`src/rtl/rcs_pkg.sv`:
```
package rcs_pkg;
  localparam int SRC_N  = 7;
  localparam int DATA_W = 8;
  localparam int SRC_POWER_ON = 0;
  localparam int CTRL_EN_BIT  = 7;
  typedef enum logic [1:0] {SEL_NONE, SEL_STAT, SEL_CTRL} rcs_sel_e;
endpackage

```
`src/rtl/rcs_decode.sv`:
```
module rcs_decode
  import rcs_pkg::*;
#(
  parameter int ADDR_W    = 4,
  parameter int STAT_ADDR = 0,
  parameter int CTRL_ADDR = 1
) (
  input  logic [ADDR_W-1:0] addr,
  input  logic              bus_ok,
  input  logic              rd_en,
  input  logic              wr_en,
  output rcs_sel_e          rd_sel,
  output logic              wr_ctrl
);
  localparam logic [ADDR_W-1:0] STAT_A = ADDR_W'(STAT_ADDR);
  localparam logic [ADDR_W-1:0] CTRL_A = ADDR_W'(CTRL_ADDR);

  always_comb begin
    rd_sel = SEL_NONE;
    if (bus_ok && rd_en) begin
      if (addr == STAT_A)      rd_sel = SEL_STAT;
      else if (addr == CTRL_A) rd_sel = SEL_CTRL;
    end
    wr_ctrl = bus_ok && wr_en && (addr == CTRL_A);
  end
endmodule

```
`src/rtl/rcs_status.sv`:
```
module rcs_status
  import rcs_pkg::*;
(
  input  logic             clk,
  input  logic             por_n,
  input  logic             release_i,
  input  logic [SRC_N-1:0] src_i,
  input  logic             clr_i,
  output logic [SRC_N-1:0] status_o
);
  localparam logic [SRC_N-1:0] PON_ONLY = SRC_N'(1) << SRC_POWER_ON;

  logic [SRC_N-1:0] status_q, status_d;
  logic             load;

  always_comb begin
    load     = release_i | clr_i;
    status_d = '0;
    if (release_i) status_d = src_i[SRC_POWER_ON] ? PON_ONLY : src_i;
  end

  always_ff @(posedge clk or negedge por_n) begin
    if (!por_n)    status_q <= PON_ONLY;
    else if (load) status_q <= status_d;
  end

  assign status_o = status_q;

  a_r3_power_on_wins: assert property (@(posedge clk) disable iff (!por_n)
    release_i && src_i[SRC_POWER_ON] |=> status_o == PON_ONLY);
  a_r4_read_clears: assert property (@(posedge clk) disable iff (!por_n)
    clr_i && !release_i |=> status_o == '0);
  a_r2_hold_idle: assert property (@(posedge clk) disable iff (!por_n)
    !release_i && !clr_i |=> $stable(status_o));
endmodule

```
`src/rtl/rcs_brkctl.sv`:
```
module rcs_brkctl (
  input  logic clk,
  input  logic por_n,
  input  logic sys_rst_i,
  input  logic wr_i,
  input  logic wbit_i,
  output logic en_o
);
  logic en_q, en_d, en_ld;

  always_comb begin
    en_ld = sys_rst_i | wr_i;
    en_d  = sys_rst_i ? 1'b0 : wbit_i;
  end

  always_ff @(posedge clk or negedge por_n) begin
    if (!por_n)     en_q <= 1'b0;
    else if (en_ld) en_q <= en_d;
  end

  assign en_o = en_q;

  a_r10_enable_cleared: assert property (@(posedge clk) disable iff (!por_n)
    sys_rst_i |=> !en_o);
endmodule

```
`src/rtl/reset_cause_reg.sv`:
```
module reset_cause_reg
  import rcs_pkg::*;
#(
  parameter int ADDR_W    = 4,
  parameter int STAT_ADDR = 0,
  parameter int CTRL_ADDR = 1
) (
  input  logic              clk,
  input  logic              por_n,
  input  logic              sys_rst_active,
  input  logic [6:0]        rst_src,
  input  logic              brk_active,
  input  logic [ADDR_W-1:0] addr,
  input  logic              rd_en,
  input  logic              wr_en,
  input  logic [7:0]        wdata,
  output logic [7:0]        rdata
);
  localparam int PAD_W = DATA_W - SRC_N;

  logic             rst_q;
  logic             release_w;
  rcs_sel_e         rd_sel;
  logic             wr_ctrl;
  logic             brk_en;
  logic             clr_ok;
  logic [SRC_N-1:0] status;

  always_ff @(posedge clk or negedge por_n) begin
    if (!por_n) rst_q <= 1'b0;
    else        rst_q <= sys_rst_active;
  end

  assign release_w = rst_q & ~sys_rst_active;

  rcs_decode #(.ADDR_W(ADDR_W), .STAT_ADDR(STAT_ADDR), .CTRL_ADDR(CTRL_ADDR)) u_decode (
    .addr(addr), .bus_ok(~sys_rst_active), .rd_en(rd_en), .wr_en(wr_en),
    .rd_sel(rd_sel), .wr_ctrl(wr_ctrl)
  );

  rcs_brkctl u_brkctl (
    .clk(clk), .por_n(por_n), .sys_rst_i(sys_rst_active),
    .wr_i(wr_ctrl), .wbit_i(wdata[CTRL_EN_BIT]), .en_o(brk_en)
  );

  assign clr_ok = (rd_sel == SEL_STAT) && (!brk_active || brk_en);

  rcs_status u_status (
    .clk(clk), .por_n(por_n), .release_i(release_w), .src_i(rst_src),
    .clr_i(clr_ok), .status_o(status)
  );

  always_comb begin
    unique case (rd_sel)
      SEL_STAT: rdata = {{PAD_W{1'b0}}, status};
      SEL_CTRL: rdata = {brk_en, {(DATA_W-1){1'b0}}};
      default:  rdata = '0;
    endcase
  end

  a_r6_break_holds: assert property (@(posedge clk) disable iff (!por_n)
    rd_en && addr == ADDR_W'(STAT_ADDR) && !sys_rst_active && brk_active && !brk_en && !release_w
    |=> $stable(status));
  a_r9_status_write_ignored: assert property (@(posedge clk) disable iff (!por_n)
    wr_en && !rd_en && !release_w |=> $stable(status));
  a_r11_unmapped_no_clear: assert property (@(posedge clk) disable iff (!por_n)
    rd_en && addr != ADDR_W'(STAT_ADDR) && !release_w |=> $stable(status));
  a_r11_idle_bus_zero: assert property (@(posedge clk) disable iff (!por_n)
    !rd_en |-> rdata == 8'h00);
endmodule

```
`config.mk`:
```
export PLATFORM = sky130hd
export DESIGN_NAME = reset_cause_reg
export DESIGN_NICKNAME = d
export VERILOG_FILES = /design/src/rtl/rcs_pkg.sv /design/src/rtl/rcs_decode.sv /design/src/rtl/rcs_status.sv /design/src/rtl/rcs_brkctl.sv /design/src/rtl/reset_cause_reg.sv
export SDC_FILE = /design/constraint.sdc
export NUM_CORES = 1
export LEC_CHECK = 0
export BUFFER_PORTS_ARGS = -buffer_cell sky130_fd_sc_hd__buf_2
export CAP_MARGIN = 20
export CORE_MARGIN = 5
export CORE_UTILIZATION = 35
export DETAILED_ROUTE_END_ITERATION = 8
export PLACE_DENSITY_LB_ADDON = 0.05
export REMOVE_ABC_BUFFERS = 1
export SETUP_SLACK_MARGIN = 0.5
export SLEW_MARGIN = 20
export SYNTH_ARGS = -nofsm -noshare
export SYNTH_HDL_FRONTEND = slang
export SYNTH_SLANG_ARGS = --single-unit
```
`constraint.sdc`:
```
create_clock -name clk -period 0.91 [get_ports clk]
set_clock_uncertainty 0.1 [all_clocks]
set_input_delay 0.0455 -clock clk [delete_from_list [all_inputs] [get_ports clk]]
set_output_delay 0.0455 -clock clk [all_outputs]
set_load 0.02 [all_outputs]
```
==> metrics.yaml <==
yosys:
  yosys_warnings: 0
  syn_area_um2: 480
  synth_area_leaders: "dfrtp_1, o32ai_1, and2_1"
  synth.avg_cell_area_um2: 9.42
  yosysSeqAreaShare_pct: 47.1
  synth_top_area_share_pct: 41.7
  synth_seq_cells: 9
  synth_cells: 51
  synth.distinct_cells: 18
  yosysTopAreaCell: "dfrtp_1"
cts:
  cts_num_sinks: 9
  cts.reportedPaths.clkPinSlew_ns: 0.06
  clk_path_buf_depth: 2
  clock_latency_ns: 0.26
  cts_buffers: 3
  cts_tree: "yes"
  root_buffer: "clkbuf_4"
  cts-htree-levels: 1
power_and_ir_drop:
  peakVddDrop_mv: 0.850
  swShare_pct: 25.9
  sequentialPowerShare_pct: 48.1
  p_leak_nw: 0.430
  p_sw_mw: 0.248
  powerDensity_mw_per_mm2: 1140
  finalPower_mw: 0.957
  p_int_mw: 0.709
  power_frac_clock_pct: 32.5
  comb_power_share_pct: 19.4
cells_and_area:
  nNetsFinal: 113
  finalInstanceArea_um2: 842
  diodes: 0
  area_growth_pct: 75.3
  instances_no_fill: 102
  drive_gt1_share_pct: 66.7
global_route:
  grt_max_degree: 15
  antenna_found_initial: 0
  grt_pass1_vias: 512
  grtUsageTotal_pct: 13.4
  grt_pass1_wl_um: 2090
  overflow: 0
placement:
  port_buffers: 25
  dp_hpwl_um: 837
  placed_cell_area_um2: 636
  globalplace.congestion: 0.764
  dp.cells: 93
status:
  violations: "hold timing, setup timing"
  status: "complete, but fails checks"
setup_path:
  crit_path_end_kind: "output port"
  reg2regPathDepth: 3
  crit_path_max_fanout: 2
  worstPathArrival_ns: 1.03
  cp-start-kind: "flip-flop"
  required_ns: 0.76
  crit_type: "flip-flop to output port"
timing:
  rsz0062_at_grt: "yes"
  hold_viol_final: 17
  fin_ws_ns: -0.268
  fmax_mhz: 849
  setup_viol: 16
  drv_slew: 0
  period_share_pct: 129
  tightest_slew_ns: 0.249
  finalCriticalPeriod_ns: 1.18
  hold_ws_ns: -0.477
  max_slew_margin_pct: 83.3
job:
  cap_violations: 0
detailed_routing:
  vias: 508
  routed_via_density: 4.98
  wl_per_cell_um: 12.2
  drtIter0Drc: 4
  drc: 0
  drt-total-wl_um: 1250
  firstDrtPassIters: 4
  ant_nets: 0
floorplan:
  initial_core_util_pct: 36.9
  die_h_um: 47.1
  coreArea_mm2: 0.00130
  pin_count: 33
  rows: 13
  die_w_um: 47.1
  die-area_mm2: 0.00221
worst_hold_path:
  hold_path_class: "input port to asynchronous set/reset pin"
-- through the flow --
| step | TNS (ns) | util, % | setup slack, ns | hold slack (ns) |
|---|---|---|---|---|
| floorplan | -0.420 | - | -0.0640 | -0.350 |
| global placement | -1.69 | 48.8 | -0.131 | -0.189 |
| detailed placement | -1.95 | 48.8 | -0.155 | -0.194 |
| CTS | -3.13 | 63.2 | -0.278 | -0.472 |
| global route | -3.86 | 64.7 | -0.328 | -0.475 |
| finish | -3.10 | 64.7 | -0.268 | -0.477 |
-- flip-flops by register name, summed over array words and instances (netlist names) --
name / cells
u_status.status_o: 7
rst_q: 1
u_brkctl.en_o: 1
-- kinds of logic after synthesis --
| kind of cell | Yosys count | synth area share (%) |
|---|---|---|
| and+or+nand+nor | 22 | 25.8 |
| buffers and inverters | 10 | 9.37 |
| DFF | 9 | 47.1 |
| AOI/OAI and AO/OA | 10 | 17.7 |
-- worst paths after layout --
kind	slack, ns	end	from
setup / recovery	-0.27	rdata[7]	u_brkctl.en_o
hold / removal	-0.48	u_status.status_o[3]	por_n
setup reg to reg	-0.24	u_status.status_o[5]	u_brkctl.en_o
hold reg to reg	0.39	u_status.status_o[0]	u_status.status_o[0]
max in group asynchronous	0.95	u_status.status_o[0]	por_n
min in group clk	-0.07	rst_q	sys_rst_active
-- power groups by stage --
stage | Clock [mW] | Combinational, mW | Sequential [mW]
finish | 0.311 | 0.186 | 0.460
global placement | 0 | 0.123 | 0.464
floorplan | 0 | 0.0573 | 0.460
CTS | 0.321 | 0.172 | 0.458
global route | 0.342 | 0.207 | 0.463
detailed placement | 0 | 0.125 | 0.463
-- critical path, stage by stage, from the launching register on --
cell     delay, ns
dfrtp_1       0.38
buf_6         0.12
and4_1        0.15
buf_6         0.13
-- cells in the mapped netlist --
library cell	n
dfrtp_1	8
nor3_1	1
and2_1	7
o22ai_1	1
inv_1	9
nand4_1	1
nor2_1	2
dfstp_2	1
a21oi_1	1
nand2b_4	1
nand2_1	7
nor2b_1	1
and4_1	1
o2111a_2	1
and3_1	1
o32ai_1	6
buf_6	1
a31o_2	1
-- cell type report --
cell class | instances | area, µm²
well taps | 15 | 18.8
repair buffers | 33 | 239
flip-flops and latches | 9 | 226
clock buffers | 4 | 26.3
inverters | 9 | 33.8
fillers | 119 | 459
multi-input cells | 32 | 298
-- layer usage --
metal | global-route usage (%) | vias to the layer above | part of all wire (%)
met5 | 0 | - | 0
met4 | 1.66 | 0 | 0
met3 | 5.75 | 0 | 8.6
met2 | 22.8 | 15 | 52
met1 | 16.1 | 245 | 39
li1 | - | 248 | -
-- cells in the final DEF (no fill, tap or decap) --
cell,count
nor2b_2,1
nor2_1,2
buf_4,7
dfstp_2,1
o2111a_2,1
and2_4,7
nand4_1,1
clkbuf_1,1
and4_1,1
nor3_1,1
nand2b_4,1
a21oi_2,1
clkbuf_4,3
nand2_1,7
a31o_4,1
o32ai_2,6
buf_6,9
buf_2,17
inv_2,1
dfrtp_1,8
inv_1,8
o22ai_2,1
and3_4,1
-- repair_timing --
item                                    in CTS  in global routing
pin swaps                                    9                  2
setup buffers                                4                  1
cloned                                       0                  0
endpoints found under the hold margin       17                 17
endpoints found under the setup margin      16                 16
resized for setup                           34                  3
No activity file was read; power rests on OpenSTA's default activity.
